### config.mk
export PLATFORM = sky130hd
export DESIGN_NAME = pix_point_alu
export DESIGN_NICKNAME = d
export VERILOG_FILES = /design/src/rtl/pix_alu_pkg.sv /design/src/rtl/pix_cfg_regs.sv /design/src/rtl/pix_alu_core.sv /design/src/rtl/pix_result_shift.sv /design/src/rtl/pix_point_alu.sv
export SDC_FILE = /design/constraint.sdc
export NUM_CORES = 1
export LEC_CHECK = 0
export BUFFER_PORTS_ARGS = -buffer_cell sky130_fd_sc_hd__clkbuf_2
export CAP_MARGIN = 20
export CORE_AREA = 2 2 80 113
export DETAILED_ROUTE_END_ITERATION = 8
export DIE_AREA = 0 0 82 115
export GPL_ROUTABILITY_DRIVEN = 0
export GPL_TIMING_DRIVEN = 0
export PLACE_DENSITY_LB_ADDON = 0.15
export SETUP_SLACK_MARGIN = 0.4
export SYNTH_ARGS = -nofsm -noshare
export SYNTH_HDL_FRONTEND = slang
export SYNTH_SLANG_ARGS = --single-unit
### constraint.sdc
create_clock -name clk -period 12.8 [get_ports clk]
set_input_delay 1.28 -clock clk [delete_from_list [all_inputs] [get_ports clk]]
set_output_delay 1.28 -clock clk [all_outputs]
set_load 0.02 [all_outputs]
### src/rtl/pix_alu_pkg.sv
package pix_alu_pkg;
  localparam int SHIFT_W = 3;
  localparam int OP_W    = 7;
  localparam int UCODE_W = SHIFT_W + OP_W;

  typedef enum logic [OP_W-1:0] {
    OP_PASS_A = 7'd0,
    OP_PASS_B = 7'd1,
    OP_ADD    = 7'd2,
    OP_SUB_AB = 7'd3,
    OP_SUB_BA = 7'd4,
    OP_AND    = 7'd5,
    OP_OR     = 7'd6,
    OP_XOR    = 7'd7
  } alu_op_e;
endpackage

### src/rtl/pix_cfg_regs.sv
module pix_cfg_regs
  import pix_alu_pkg::*;
#(
  parameter int DATA_W = 8
) (
  input  logic               clk,
  input  logic               rst_n,
  input  logic [DATA_W-1:0]  cfg_bus,
  input  logic               alu_ld,
  input  logic               ctl_cs,
  input  logic               ctl_ld,
  input  logic               ctl_addr,
  output logic [DATA_W-1:0]  const_q,
  output logic [UCODE_W-1:0] ucode_q,
  output logic               fmt_signed_q
);
  localparam int HI_W = UCODE_W - DATA_W;

  logic wr_lo, wr_hi;
  assign wr_lo = ctl_cs & ctl_ld & ~ctl_addr;
  assign wr_hi = ctl_cs & ctl_ld &  ctl_addr;

  always_ff @(posedge clk or negedge rst_n) begin
    if (!rst_n) const_q <= '0;
    else if (alu_ld) const_q <= cfg_bus;
  end

  always_ff @(posedge clk or negedge rst_n) begin
    if (!rst_n) begin
      ucode_q      <= '0;
      fmt_signed_q <= 1'b0;
    end else begin
      if (wr_lo) ucode_q[DATA_W-1:0] <= cfg_bus;
      if (wr_hi) begin
        ucode_q[UCODE_W-1:DATA_W] <= cfg_bus[HI_W-1:0];
        fmt_signed_q              <= cfg_bus[HI_W];
      end
    end
  end

  assert_const_hold_R2: assert property (@(posedge clk) disable iff (!rst_n)
    !alu_ld |=> $stable(const_q));
  assert_const_load_R2: assert property (@(posedge clk) disable iff (!rst_n)
    alu_ld |=> const_q == $past(cfg_bus));
  assert_ctl_gated_R3: assert property (@(posedge clk) disable iff (!rst_n)
    !(ctl_cs && ctl_ld) |=> $stable(ucode_q) && $stable(fmt_signed_q));
  assert_shared_bus_R8: assert property (@(posedge clk) disable iff (!rst_n)
    alu_ld && wr_lo |=> ucode_q[DATA_W-1:0] == const_q);
endmodule

### src/rtl/pix_alu_core.sv
module pix_alu_core
  import pix_alu_pkg::*;
#(
  parameter int DATA_W = 8
) (
  input  logic [DATA_W-1:0] op_a,
  input  logic [DATA_W-1:0] op_b,
  input  logic [OP_W-1:0]   op_sel,
  input  logic              fmt_signed,
  output logic [DATA_W-1:0] alu_res,
  output logic              sat_hit
);
  localparam int EW = DATA_W + 2;
  localparam logic signed [EW-1:0] UMAX = EW'((1 << DATA_W) - 1);
  localparam logic signed [EW-1:0] SMAX = EW'((1 << (DATA_W - 1)) - 1);
  localparam logic signed [EW-1:0] SMIN = EW'(-(1 << (DATA_W - 1)));

  function automatic logic signed [EW-1:0] widen(input logic [DATA_W-1:0] v,
                                                 input logic sgn);
    return sgn ? {{2{v[DATA_W-1]}}, v} : {2'b00, v};
  endfunction

  function automatic logic over_rail(input logic signed [EW-1:0] x,
                                     input logic sgn);
    logic signed [EW-1:0] hi, lo;
    hi = sgn ? SMAX : UMAX;
    lo = sgn ? SMIN : '0;
    return (x > hi) || (x < lo);
  endfunction

  function automatic logic [DATA_W-1:0] clamp(input logic signed [EW-1:0] x,
                                              input logic sgn);
    logic signed [EW-1:0] hi, lo;
    hi = sgn ? SMAX : UMAX;
    lo = sgn ? SMIN : '0;
    if (x > hi) return hi[DATA_W-1:0];
    if (x < lo) return lo[DATA_W-1:0];
    return x[DATA_W-1:0];
  endfunction

  logic signed [EW-1:0] ea, eb, wide;
  logic                 is_arith;

  always_comb begin
    ea       = widen(op_a, fmt_signed);
    eb       = widen(op_b, fmt_signed);
    wide     = '0;
    is_arith = 1'b0;
    alu_res  = op_a;
    case (op_sel)
      OP_PASS_A: alu_res = op_a;
      OP_PASS_B: alu_res = op_b;
      OP_ADD:    begin wide = ea + eb; is_arith = 1'b1; end
      OP_SUB_AB: begin wide = ea - eb; is_arith = 1'b1; end
      OP_SUB_BA: begin wide = eb - ea; is_arith = 1'b1; end
      OP_AND:    alu_res = op_a & op_b;
      OP_OR:     alu_res = op_a | op_b;
      OP_XOR:    alu_res = op_a ^ op_b;
      default:   alu_res = op_a;
    endcase
    if (is_arith) alu_res = clamp(wide, fmt_signed);
    sat_hit = is_arith && over_rail(wide, fmt_signed);
  end
endmodule

### src/rtl/pix_result_shift.sv
module pix_result_shift
  import pix_alu_pkg::*;
#(
  parameter int DATA_W = 8
) (
  input  logic [DATA_W-1:0]  din,
  input  logic [SHIFT_W-1:0] sh_code,
  input  logic               fmt_signed,
  output logic [DATA_W-1:0]  dout
);
  function automatic logic [DATA_W-1:0] do_shift(input logic [DATA_W-1:0] v,
                                                 input logic [SHIFT_W-1:0] code,
                                                 input logic sgn);
    logic [SHIFT_W-1:0] amt;
    if (!code[SHIFT_W-1]) begin
      amt = {1'b0, code[SHIFT_W-2:0]};
      return v << amt;
    end
    amt = {1'b0, code[SHIFT_W-2:0]} + SHIFT_W'(1);
    if (sgn) return DATA_W'($signed(v) >>> amt);
    return v >> amt;
  endfunction

  assign dout = do_shift(din, sh_code, fmt_signed);
endmodule

### src/rtl/pix_point_alu.sv
module pix_point_alu
  import pix_alu_pkg::*;
#(
  parameter int DATA_W = 8
) (
  input  logic              clk,
  input  logic              rst_n,
  input  logic [DATA_W-1:0] pix_in,
  input  logic [DATA_W-1:0] cfg_bus,
  input  logic              alu_ld,
  input  logic              ctl_cs,
  input  logic              ctl_ld,
  input  logic              ctl_addr,
  output logic [DATA_W-1:0] pix_out
);
  localparam logic [DATA_W-1:0] ALL_ONES = '1;
  localparam logic [DATA_W-1:0] S_MAX    = ALL_ONES >> 1;
  localparam logic [DATA_W-1:0] S_MIN    = ~S_MAX;

  logic [DATA_W-1:0]  const_q;
  logic [UCODE_W-1:0] ucode_q;
  logic               fmt_signed_q;
  logic [DATA_W-1:0]  alu_res, shifted;
  logic               sat_hit;
  logic [SHIFT_W-1:0] sh_code;
  logic [OP_W-1:0]    op_sel;

  assign sh_code = ucode_q[UCODE_W-1:OP_W];
  assign op_sel  = ucode_q[OP_W-1:0];

  pix_cfg_regs #(.DATA_W(DATA_W)) u_cfg (
    .clk(clk), .rst_n(rst_n), .cfg_bus(cfg_bus), .alu_ld(alu_ld),
    .ctl_cs(ctl_cs), .ctl_ld(ctl_ld), .ctl_addr(ctl_addr),
    .const_q(const_q), .ucode_q(ucode_q), .fmt_signed_q(fmt_signed_q)
  );

  pix_alu_core #(.DATA_W(DATA_W)) u_core (
    .op_a(pix_in), .op_b(const_q), .op_sel(op_sel),
    .fmt_signed(fmt_signed_q), .alu_res(alu_res), .sat_hit(sat_hit)
  );

  pix_result_shift #(.DATA_W(DATA_W)) u_shift (
    .din(alu_res), .sh_code(sh_code), .fmt_signed(fmt_signed_q),
    .dout(shifted)
  );

  always_ff @(posedge clk or negedge rst_n) begin
    if (!rst_n) pix_out <= '0;
    else        pix_out <= shifted;
  end

  assert_pass_latency_R9: assert property (@(posedge clk) disable iff (!rst_n)
    ucode_q == '0 |=> pix_out == $past(pix_in));
  assert_no_wrap_add_R5: assert property (@(posedge clk) disable iff (!rst_n)
    (ucode_q == UCODE_W'(OP_ADD)) && !fmt_signed_q |=> pix_out >= $past(pix_in));
  assert_sat_rail_R5: assert property (@(posedge clk) disable iff (!rst_n)
    sat_hit && sh_code == '0 && !fmt_signed_q |=> pix_out == '0 || pix_out == ALL_ONES);
  assert_sat_rail_R6: assert property (@(posedge clk) disable iff (!rst_n)
    sat_hit && sh_code == '0 && fmt_signed_q |=> pix_out == S_MAX || pix_out == S_MIN);
endmodule

---- Word level (Yosys, flattened, before mapping) ----
Index checks and enable logic that the tools add are counted.
storage, ports and cells
  register bits ........................... 27
  latch bits .............................. 0
  bits in writable memories ............... 0
  bits in read-only memories .............. 0
  input bits .............................. 22
  output and inout port bits .............. 8
  logic and storage cells ................. 52
  memories ................................ 0
operators by class
  add/sub/neg operators ................... 4
  multiply operators ...................... 0
  divide/modulo/power cells ............... 0
  $lt $le $gt $ge ......................... 2
  equality and inequality tests ........... 7
  shift-type cells ........................ 3
  multiplexer cells ....................... 23
  bitwise operators ....................... 7
  reductions and logical operators ........ 1
operators with widths
  cell                                           number
  2-to-1 mux 8 bit                               10
  one-hot mux 8 bit (4 select lines)             1
  2-to-1 mux 10 bit                              3
  one-hot mux 10 bit (3 select lines)            1
  == test 7 x 3 -> 1 bit, second input constant  4
  subtractor 10 bit                              2
  == test 7 x 2 -> 1 bit, second input constant  2
  adder 10 bit                                   1
  greater-than comparator 10 bit                 1
  < comparator 10 bit                            1
  bitwise AND 8 bit                              1
  2-to-1 mux 1 bit                               8
  OR 8 bit                                       1
  left shift 8 x 2 -> 8 bit                      1
  right shift 8 x 3 -> 8 bit                     1
  >>> shifter 8 x 3 -> 8 bit                     1
  bitwise XOR 8 bit                              1
  == test 7 x 1 -> 1 bit, second input constant  1
  adder 2 x 1 -> 3 bit, second input constant    1
  bitwise AND 1 bit                              3
  OR reduction 3 bit                             1
  inverter 1 bit                                 1

---- Depth between registers and ports, before layout ----
Gate-level depths: netlist of run 1.
  word-level depth ........................ 16
  mapped depth ............................ 25

---- Modules after synthesis ----
Synthesis of run 1 repeated with hierarchy kept, for this count alone.
unflattened totals
  cells, all modules ...................... 418
  area, all modules ....................... 3704.8 sq um
by module, submodules not included
  module            instances  cells each  area an instance (sq um)  sequential area each (sq um)
  pix_alu_core      1          278         2072.0                    0.0
  pix_cfg_regs      1          41          719.4                     475.5
  pix_result_shift  1          91          713.2                     0.0
  pix_point_alu     1          8           200.2                     200.2

---- Least setup slack after synthesis of run 1 ----
No wires, ideal clock.
  path type ............................... input-to-reg
  start point ............................. in pix_in[1]
  end point ............................... reg pix_out[1]
  setup time .............................. 0.139 ns
  arrival ................................. 5.547 ns
  data required time ...................... 12.661 ns
  path slack .............................. 7.115 ns
  cell stages on the path ................. 23
  buffers on the path ..................... 0
  cells stage by stage .................... inv_1 ha_1 mux2_2 fa_1 nor2b_1 o2111ai_1 nand2_1 a31oi_1 xnor2_1 a22oi_1 inv_1 ha_1 nor2b_1 nor3_1 mux2i_1 and2_1 and2_1 a211oi_1 a21oi_1 or2_1 o21ai_1 nor2_1 or4_1
between the ends
  longest elaborated chain between the ends .. 15
  elaborated cells between the ends (all ways) .. 27
RTL lines
  item                                       line                    text
  start: declaration                         pix_point_alu.sv:8      input logic [DATA_W-1:0] pix_in,
  2-to-1 mux 10 bit                          pix_alu_core.sv:20      return sgn ? {{2{v[DATA_W-1]}}, v} : {2'b00, v};
  subtractor 10 bit (tied with other cells)  pix_alu_core.sv:55      OP_SUB_BA: begin wide = eb - ea; is_arith = 1'b1; end
  one-hot mux 10 bit (3 select lines)        pix_alu_core.sv:50      case (op_sel)
  < comparator 10 bit                        --
  2-to-1 mux 1 bit (2 in series)             pix_alu_core.sv:37      if (x < lo) return lo[DATA_W-1:0];
  2-to-1 mux 1 bit                           pix_alu_core.sv:61      if (is_arith) alu_res = clamp(wide, fmt_signed);
  2-to-1 mux 8 bit                           pix_alu_core.sv:38      return x[DATA_W-1:0];
  2-to-1 mux 8 bit                           pix_alu_core.sv:37
  2-to-1 mux 8 bit (*)                       pix_alu_core.sv:61
  left shift 8 x 2 -> 8 bit                  pix_result_shift.sv:17  return v << amt;
  2-to-1 mux 8 bit                           pix_result_shift.sv:15  if (!code[SHIFT_W-1]) begin
  2-to-1 mux 8 bit                           pix_result_shift.sv:20  if (sgn) return DATA_W'($signed(v) >>> amt);
  2-to-1 mux 8 bit                           pix_result_shift.sv:21  return v >> amt;
  2-to-1 mux 8 bit (*)                       pix_result_shift.sv:19  amt = {1'b0, code[SHIFT_W-2:0]} + SHIFT_W'(1);
  named net shifted[1]                       pix_point_alu.sv:23     logic [DATA_W-1:0] alu_res, shifted;
  end signal: assignment                     pix_point_alu.sv:49     else pix_out <= shifted;
  end: declaration                           pix_point_alu.sv:14     output logic [DATA_W-1:0] pix_out
The timed path passes the listed nets; every way through them passes the cells marked *. The select of a mux whose other input is x is not followed.
A chain may end at the register's enable or synchronous reset.

---- Worst setup path after layout of run 1 ----
  start point ............................. reg u_cfg.ucode_q[3]
  end point ............................... reg pix_out[1]
between the ends
  longest elaborated chain between the ends .. 14
  elaborated cells between the ends (all ways) .. 29
RTL lines
  item                                                                     line                    text
  start: declaration                                                       pix_cfg_regs.sv:14      output logic [UCODE_W-1:0] ucode_q,
  start signal: indexed assignment                                         pix_cfg_regs.sv:33      if (wr_lo) ucode_q[DATA_W-1:0] <= cfg_bus;
  start signal: indexed assignment                                         pix_cfg_regs.sv:35      ucode_q[UCODE_W-1:DATA_W] <= cfg_bus[HI_W-1:0];
  == test 7 x 3 -> 1 bit / == test 7 x 2 -> 1 bit (equally long branches)  pix_alu_core.sv:50
  one-hot mux 10 bit (3 select lines)                                      pix_alu_core.sv:50
  < comparator 10 bit                                                      --
  2-to-1 mux 1 bit (2 in series)                                           pix_alu_core.sv:37
  2-to-1 mux 1 bit                                                         pix_alu_core.sv:61
  2-to-1 mux 8 bit                                                         pix_alu_core.sv:38
  2-to-1 mux 8 bit                                                         pix_alu_core.sv:37
  2-to-1 mux 8 bit (*)                                                     pix_alu_core.sv:61
  left shift 8 x 2 -> 8 bit                                                pix_result_shift.sv:17
  2-to-1 mux 8 bit                                                         pix_result_shift.sv:15
  2-to-1 mux 8 bit                                                         pix_result_shift.sv:20
  2-to-1 mux 8 bit                                                         pix_result_shift.sv:21
  2-to-1 mux 8 bit (*)                                                     pix_result_shift.sv:19
  named net shifted[1]                                                     pix_point_alu.sv:23
Marked as above.

==> flow_summary_export.csv, run 1 <==
group,metric,value,unit
setup_path,reg2regPathDepth,24,
yosys,synthAdderAreaFrac,15.0,%
sta,fmax,153,MHz
die,pin_count,30,
setup_path,cp_data_required_time,12.93,ns
die,dieArea,9430,um^2
die,chipWidth,82,um
power_and_ir_drop,p_leak,1.79,nW
sta,finalHoldViolations,0,
yosys,synth_top_cells_by_count,"ha_1 (40), inv_1 (33), nand2_1 (33)",
yosys,synth.cell_area,3610,um^2
detailed_routing,wl,11.1,mm
job,drv_cap,0,
grt,grt_max_degree,28,
cts,htreeDepth,1,
detailed_routing,drtIter0Drc,202,
min_path,min_from,"u_cfg.ucode_q[6]",
yosys,synth_cell_types,72,
die,die_h,115,um
cts,cts_resized,0,
detailed_routing,ant_nets,0,
die,start_util,42.9,%
detailed_routing,post_drt_via_cell_ratio,6.02,
power_and_ir_drop,vdd.ir_drop.worst,0.130,mV
cts,clkTransAtPathRegs,0.06,ns
die,coreArea,8410,um^2
detailed_routing,dr.pass1.iters,6,
sta,setup_viol,0,
sta,slew_violations,0,
grt,antenna_found_initial,0,
yosys,synth_top_area_cell,"dfrtp_1",
sta,worstMarginPinSlew,0.699,ns
cts,cts_made_buffers,3,
sta,rsz0062_at_grt,"no",
grt,grt_pass1_wl,17.4,mm
setup_path,critPathLaunchType,"flip-flop",
detailed_routing,dr_wl_met3,379,um
detailed_routing,vias,3523,
yosys,synth-compound-area-share,28.1,%
detailed_routing,top_layer,"met4",
setup_path,endpoint_kind,"flip-flop",
yosys,synth-seq-cells,27,
yosys,ys.flop_type,"dfrtp_1",
setup_path,ff2ff_setup_slack,6.27,ns
yosys,yosysSeqAreaShare,18.7,%
yosys,avgSynthCellArea,8.08,um^2
setup_path,r2r-end,"pix_out[1]",
die,num_rows,40,
setup_path,crit_path_max_fanout,10,
yosys,syn_inst,447,
cts,cts_setup_buffers,0,
final_layout,drive_gt1_share,15.0,%
grt,overflow,0,
sta,timing.final.crit_period,6.53,ns
yosys,synth_fp_nets,511,
cts,hold_buffers,0,
sta,slew_headroom,52.1,%
min_path,hold_path.class,"reg -> reg",
yosys,yosysWarnings,0,
power_and_ir_drop,powerDensity,120,nW/um^2
setup_path,r2r_start,"u_cfg.ucode_q[3]",
yosys,synth.most_common_cell,"ha_1",
outcome,status,"finished, final reports clean",
detailed_routing,wl_met2,5.68,mm
detailed_routing,routedWlPerCell,19.0,um
yosys,synthXorXnorAreaFrac,5.55,%
final_layout,diodes,0,
yosys,yosysTopAreaCellShare,18.7,%
yosys,synthTopCellsByArea,"dfrtp_1 (19%), ha_1 (14%), mux2_2 (5.3%)",
place,numPortBuffers,29,
min_path,holdPathEnd,"u_cfg.ucode_q[6]",
detailed_routing,wirelength_met1,4.48,mm
grt,grt_pass1_vias,3398,
cts,clock_insertion_delay_worst_skew,0.26,ns
setup_path,worst-setup-path-type,"reg -> reg",
yosys,synth_top_family_by_area,"compound AO/OA/AOI/OAI gates",
min_path,min_path_cells,1,
yosys,synth_simple_gate_area_share,17.6,%
yosys,synth_edf_count,0,
yosys,synthMuxAreaShare,8.91,%
sta,finClkSkew,0.00293,ns
yosys,async_flop_share,100,%
setup_path,crit_arrival,6.66,ns
final_layout,area_delta_synth_final,9.84,%
detailed_routing,post-route-drc-count,0,
cts,cts_tree,"yes",
place,hpwlAfterDp,9.10,mm
grt,grtUsageTotal,24.2,%
cts,cts_root_buf,"clkbuf_16",
sta,min_period_over_period,51.0,%
final_layout,final_cell_area,3970,um^2
sta,fin_setup_tns,0,ns
cts,clk_path_buf_depth,2,
cts,cts_sinks,27,
final_layout,final_nets,545,
final_layout,final_util,47.2,%
place,dpl_cell_area,3890,um^2
==> power by group <==
group	internal (W)	total [W]	switching, W
registers	0.000104	0.000119	0.0000144
logic	0.000110	0.000288	0.000177
clock network	0.0000426	0.0000700	0.0000274
==> layout by cell type, fill, tap and decap left out, types with 3 or more instances in the layout <==
master     count
nor2_1        31
nand2b_1       3
inv_1         33
and3_1         3
xnor2_1       16
dfrtp_1       27
mux2i_1       13
nor2b_1        6
clkbuf_2      29
nor3_1         7
nand3_1       12
nand3b_1       4
a221oi_1       3
a211o_1        3
ha_1          40
a31oi_1       15
clkbuf_16      3
o211ai_1       7
a21oi_1       29
o21ai_0       29
clkbuf_1      14
a22oi_1        7
and2_1         7
a21o_1         7
xor2_1         5
buf_2          3
o221ai_1       6
o22ai_1        8
nand2_1       33
mux2_2        17
==> kinds of logic (layout without fill, tap and decap cells) <==
family / Yosys count / after routing
AO/OA/AOI/OAI: 146 / 146
multiplexers: 30 / 30
flip-flops: 27 / 27
buffers and inverters: 54 / 87
adder cells (fa/ha/maj): 42 / 42
AND/OR/NAND/NOR: 126 / 126
XOR/XNOR: 22 / 22
==> state kept, by name, indices dropped and copies added (netlist names) <==
register,flops
u_cfg.const_q,8
u_cfg.ucode_q,10
pix_out,8
u_cfg.fmt_signed_q,1
==> layout make-up <==
cell class	instances	area (um^2)
Multi-Input combinational cell	366	2710
Fill cell	871	4440
Inverter	35	131
Sequential cell	27	676
Tap cell	105	131
Clock buffer	4	78.8
Timing Repair Buffer	29	145
Buffer	19	90.1
==> critical path, stage by stage (launching register included) <==
cell and delay, ns:
dfrtp_1 0.40, or4_4 0.59, buf_6 0.18, nor2_1 0.56, mux2_2 0.43, fa_1 0.45
nor2b_1 0.18, o2111ai_1 0.12, nand2_1 0.15, a31oi_1 0.12, xnor2_1 0.16, a22oi_1 0.37
inv_1 0.08, ha_1 0.27, nor2b_1 0.12, nor3_1 0.12, mux2i_1 0.26, and2_1 0.29
and2_1 0.19, a211oi_1 0.30, a21oi_1 0.06, or2_1 0.30, o21ai_1 0.15, nor2_1 0.05
or4_1 0.49
==> metal layers <==
layer  track usage (%)  vias up
met2              43.3      121
met3              2.98       28
met5                 0        -
met4              10.2        0
met1              28.5     1663
li1                  -     1711
==> how the worst max path moves through the flow <==
| stage | from | end | cells after the start |
|---|---|---|---|
| 2_1_floorplan | pix_in[1] | pix_out[1] | 23 |
| 5_1_grt | u_cfg.ucode_q[3] | pix_out[1] | 24 |
| 3_5_place_dp | u_cfg.ucode_q[3] | pix_out[1] | 24 |
| 3_3_place_gp | u_cfg.ucode_q[3] | pix_out[1] | 24 |
| 6_report | u_cfg.ucode_q[3] | pix_out[1] | 24 |
| 4_1_cts | u_cfg.ucode_q[3] | pix_out[1] | 24 |
==> metrics by stage <==
stage                     instances  total power, W  setup WS [ns]  hold WS (ns)
after floorplan                 447        0.000324           7.11         0.503
after global placement          581        0.000400           6.39         0.518
after detailed placement        581        0.000403           6.30         0.528
after CTS                       585        0.000474           6.27         0.539
after global routing            585        0.000511           5.93         0.566
final                           585        0.000477           6.27         0.539
(Power assumes the default switching activity.)
==> run 2, diff against run 1 <==
==> constraint.sdc (replaced) <==
create_clock -name clk -period 5.7 [get_ports clk]
set_input_delay 0.57 -clock clk [delete_from_list [all_inputs] [get_ports clk]]
set_output_delay 0.57 -clock clk [all_outputs]
set_load 0.02 [all_outputs]
==> run 2 against run 1 <==
Via count up 4.0%. Sequential share of layout area is 1.6 points lower. Critical path depth increased by 2. Setup slack worse by 5.8 ns. First-iteration DRC count is 3.0% lower. Sequential power rose by 120%. Register-to-register slack got worse by 5.8 ns. Clock-buffer cell count stayed put. Global-route usage is 0.80 points higher. Fmax is 25% higher. Final cell count grew 3.9%. Largest power group unchanged.
==> flow_summary_export.csv, run 2 (same netlist as run 1, synthesis figures left out) <==
group,metric,value,unit
place,numPortBuffers,29,
place,dpl_cell_area,3910,um^2
die,die_h,115,um
sta,worstMarginPinSlew,0.727,ns
cts,hold_buffers,0,
setup_path,r2r_start,"u_cfg.ucode_q[6]",
sta,finalHoldViolations,0,
cts,cts_made_buffers,3,
detailed_routing,dr.pass1.iters,5,
detailed_routing,drtIter0Drc,196,
detailed_routing,ant_nets,0,
sta,fin_setup_tns,0,ns
grt,grtUsageTotal,25.0,%
detailed_routing,post_drt_via_cell_ratio,6.03,
final_layout,final_common_cell,"ha_1",
final_layout,largest_register_ffs,10,
setup_path,critPathLaunchType,"flip-flop",
detailed_routing,routedWlPerCell,19.1,um
final_layout,area_delta_synth_final,20.9,%
setup_path,worst-setup-path-type,"reg -> reg",
detailed_routing,post-route-drc-count,0,
power_and_ir_drop,fin_total_pwr,0.00117,W
final_layout,final_cell_area,4360,um^2
cts,cts_sinks,27,
cts,clock_insertion_delay_worst_skew,0.26,ns
min_path,hold_path.class,"in -> async",
grt,grt_pass1_vias,3525,
final_layout,final_nets,568,
detailed_routing,vias,3665,
final_layout,drive_gt1_share,24.9,%
die,pin_count,30,
grt,grt_max_degree,28,
sta,timing.final.crit_period,5.21,ns
final_layout,fillCellCount,869,
cts,htreeDepth,1,
place,hpwlAfterDp,9.11,mm
final_layout,layout_common_cells,"ha_1 (38), inv_1 (33), nand2_1 (32)",
sta,slew_headroom,51.4,%
power_and_ir_drop,p_leak,1.95,nW
grt,antenna_found_initial,0,
setup_path,crit_arrival,5.34,ns
sta,setup_viol,0,
setup_path,endpoint_kind,"flip-flop",
grt,grt_pass1_wl,17.9,mm
cts,clk_path_buf_depth,2,
die,num_rows,40,
power_and_ir_drop,vdd.ir_drop.worst,0.184,mV
die,start_util,42.9,%
setup_path,cp_data_required_time,5.83,ns
die,dieArea,9430,um^2
outcome,status,"finished, final reports clean",
setup_path,ff2ff_setup_slack,0.49,ns
cts,cts_root_buf,"clkbuf_16",
job,drv_cap,0,
place,dp.cells,581,
final_layout,finalNonFillerCells,608,
power_and_ir_drop,powerDensity,268,nW/um^2
cts,cts_tree,"yes",
sta,fmax,192,MHz
die,coreArea,8410,um^2
sta,finClkSkew,0.00286,ns
final_layout,largest-register,"u_cfg.ucode_q",
sta,rsz0062_at_grt,"yes",
setup_path,r2r-end,"pix_out[1]",
detailed_routing,wl,11.6,mm
sta,min_period_over_period,91.4,%
die,chipWidth,82,um
sta,slew_violations,0,
final_layout,top_regs,"u_cfg.ucode_q (10), pix_out (8), u_cfg.const_q (8)",
final_layout,diodes,0,
cts,clkTransAtPathRegs,0.06,ns
setup_path,crit_path_max_fanout,4,
grt,overflow,0,
setup_path,reg2regPathDepth,26,
run 2: worst max-delay path, stage by stage, from the launching register on:
cell      delay, ns
dfrtp_1        0.38
or4_4          0.56
buf_8          0.14
nor2_4         0.14
buf_12         0.13
a21oi_1        0.04
xnor2_1        0.14
ha_1           0.31
a21o_1         0.18
a21oi_1        0.17
nand2_2        0.11
a31oi_4        0.17
xnor2_2        0.10
a22oi_2        0.19
inv_1          0.07
ha_1           0.27
nor2b_4        0.13
nor3_4         0.15
mux2i_4        0.12
and2_4         0.19
and2_4         0.17
a211oi_4       0.19
a21oi_2        0.05
or2_4          0.29
o21ai_2        0.13
nor2_1         0.05
or4_1          0.51
run 2: area by class of cell:
| cell class | count | area [um^2] | share of cell area, % |
|---|---|---|---|
| multi-input combinational | 366 | 2920 | 66.9 |
| timing repair buffer | 52 | 334 | 7.65 |
| sequential | 27 | 676 | 15.5 |
| clock buffer | 4 | 78.8 | 1.81 |
| tap | 105 | 131 | 3.01 |
| buffer | 19 | 93.8 | 2.15 |
| inverter | 35 | 131 | 3.01 |
run 2: stage by stage:
step / utilization [%] / worst slack, ns / hold WS (ns)
floorplan: - / 0.401 / 0.274
global placement: 46.5 / -0.198 / 0.518
detailed placement: 46.5 / -0.238 / 0.525
CTS: 49.6 / 0.416 / 0.349
global route: 51.9 / 0.343 / 0.376
finish: 51.9 / 0.489 / 0.327
run 2: metal layers:
metal  wire (um)  global-route usage (%)
met1        4510                    29.1
met2        5890                    43.9
met4         723                    13.7
met5           0                       0
met3         479                    2.51
run 2: how the worst max path moves through the flow:
| stage | slack, ns | endpoint | from | cells after the start |
|---|---|---|---|---|
| 6_report | 0.49 | pix_out[1] | u_cfg.ucode_q[6] | 26 |
| 5_1_grt | 0.34 | pix_out[1] | u_cfg.ucode_q[6] | 23 |
| 4_1_cts | 0.42 | pix_out[1] | u_cfg.ucode_q[6] | 26 |
| 3_5_place_dp | -0.24 | pix_out[1] | u_cfg.ucode_q[3] | 24 |
| 3_3_place_gp | -0.20 | pix_out[1] | u_cfg.ucode_q[3] | 24 |
| 2_1_floorplan | 0.40 | pix_out[1] | u_cfg.ucode_q[3] | 24 |
run 2: power breakdown:
group,switching (W),internal (W)
registers,0.0000316,0.000234
clock network,0.0000637,0.0000958
logic,0.000439,0.000308
total,0.000534,0.000637
run 2: repair_timing:
action,in CTS,in global routing
setup endpoints to repair,8,7
resized for setup,13,26
buffers inserted,17,6
pin swaps,13,4
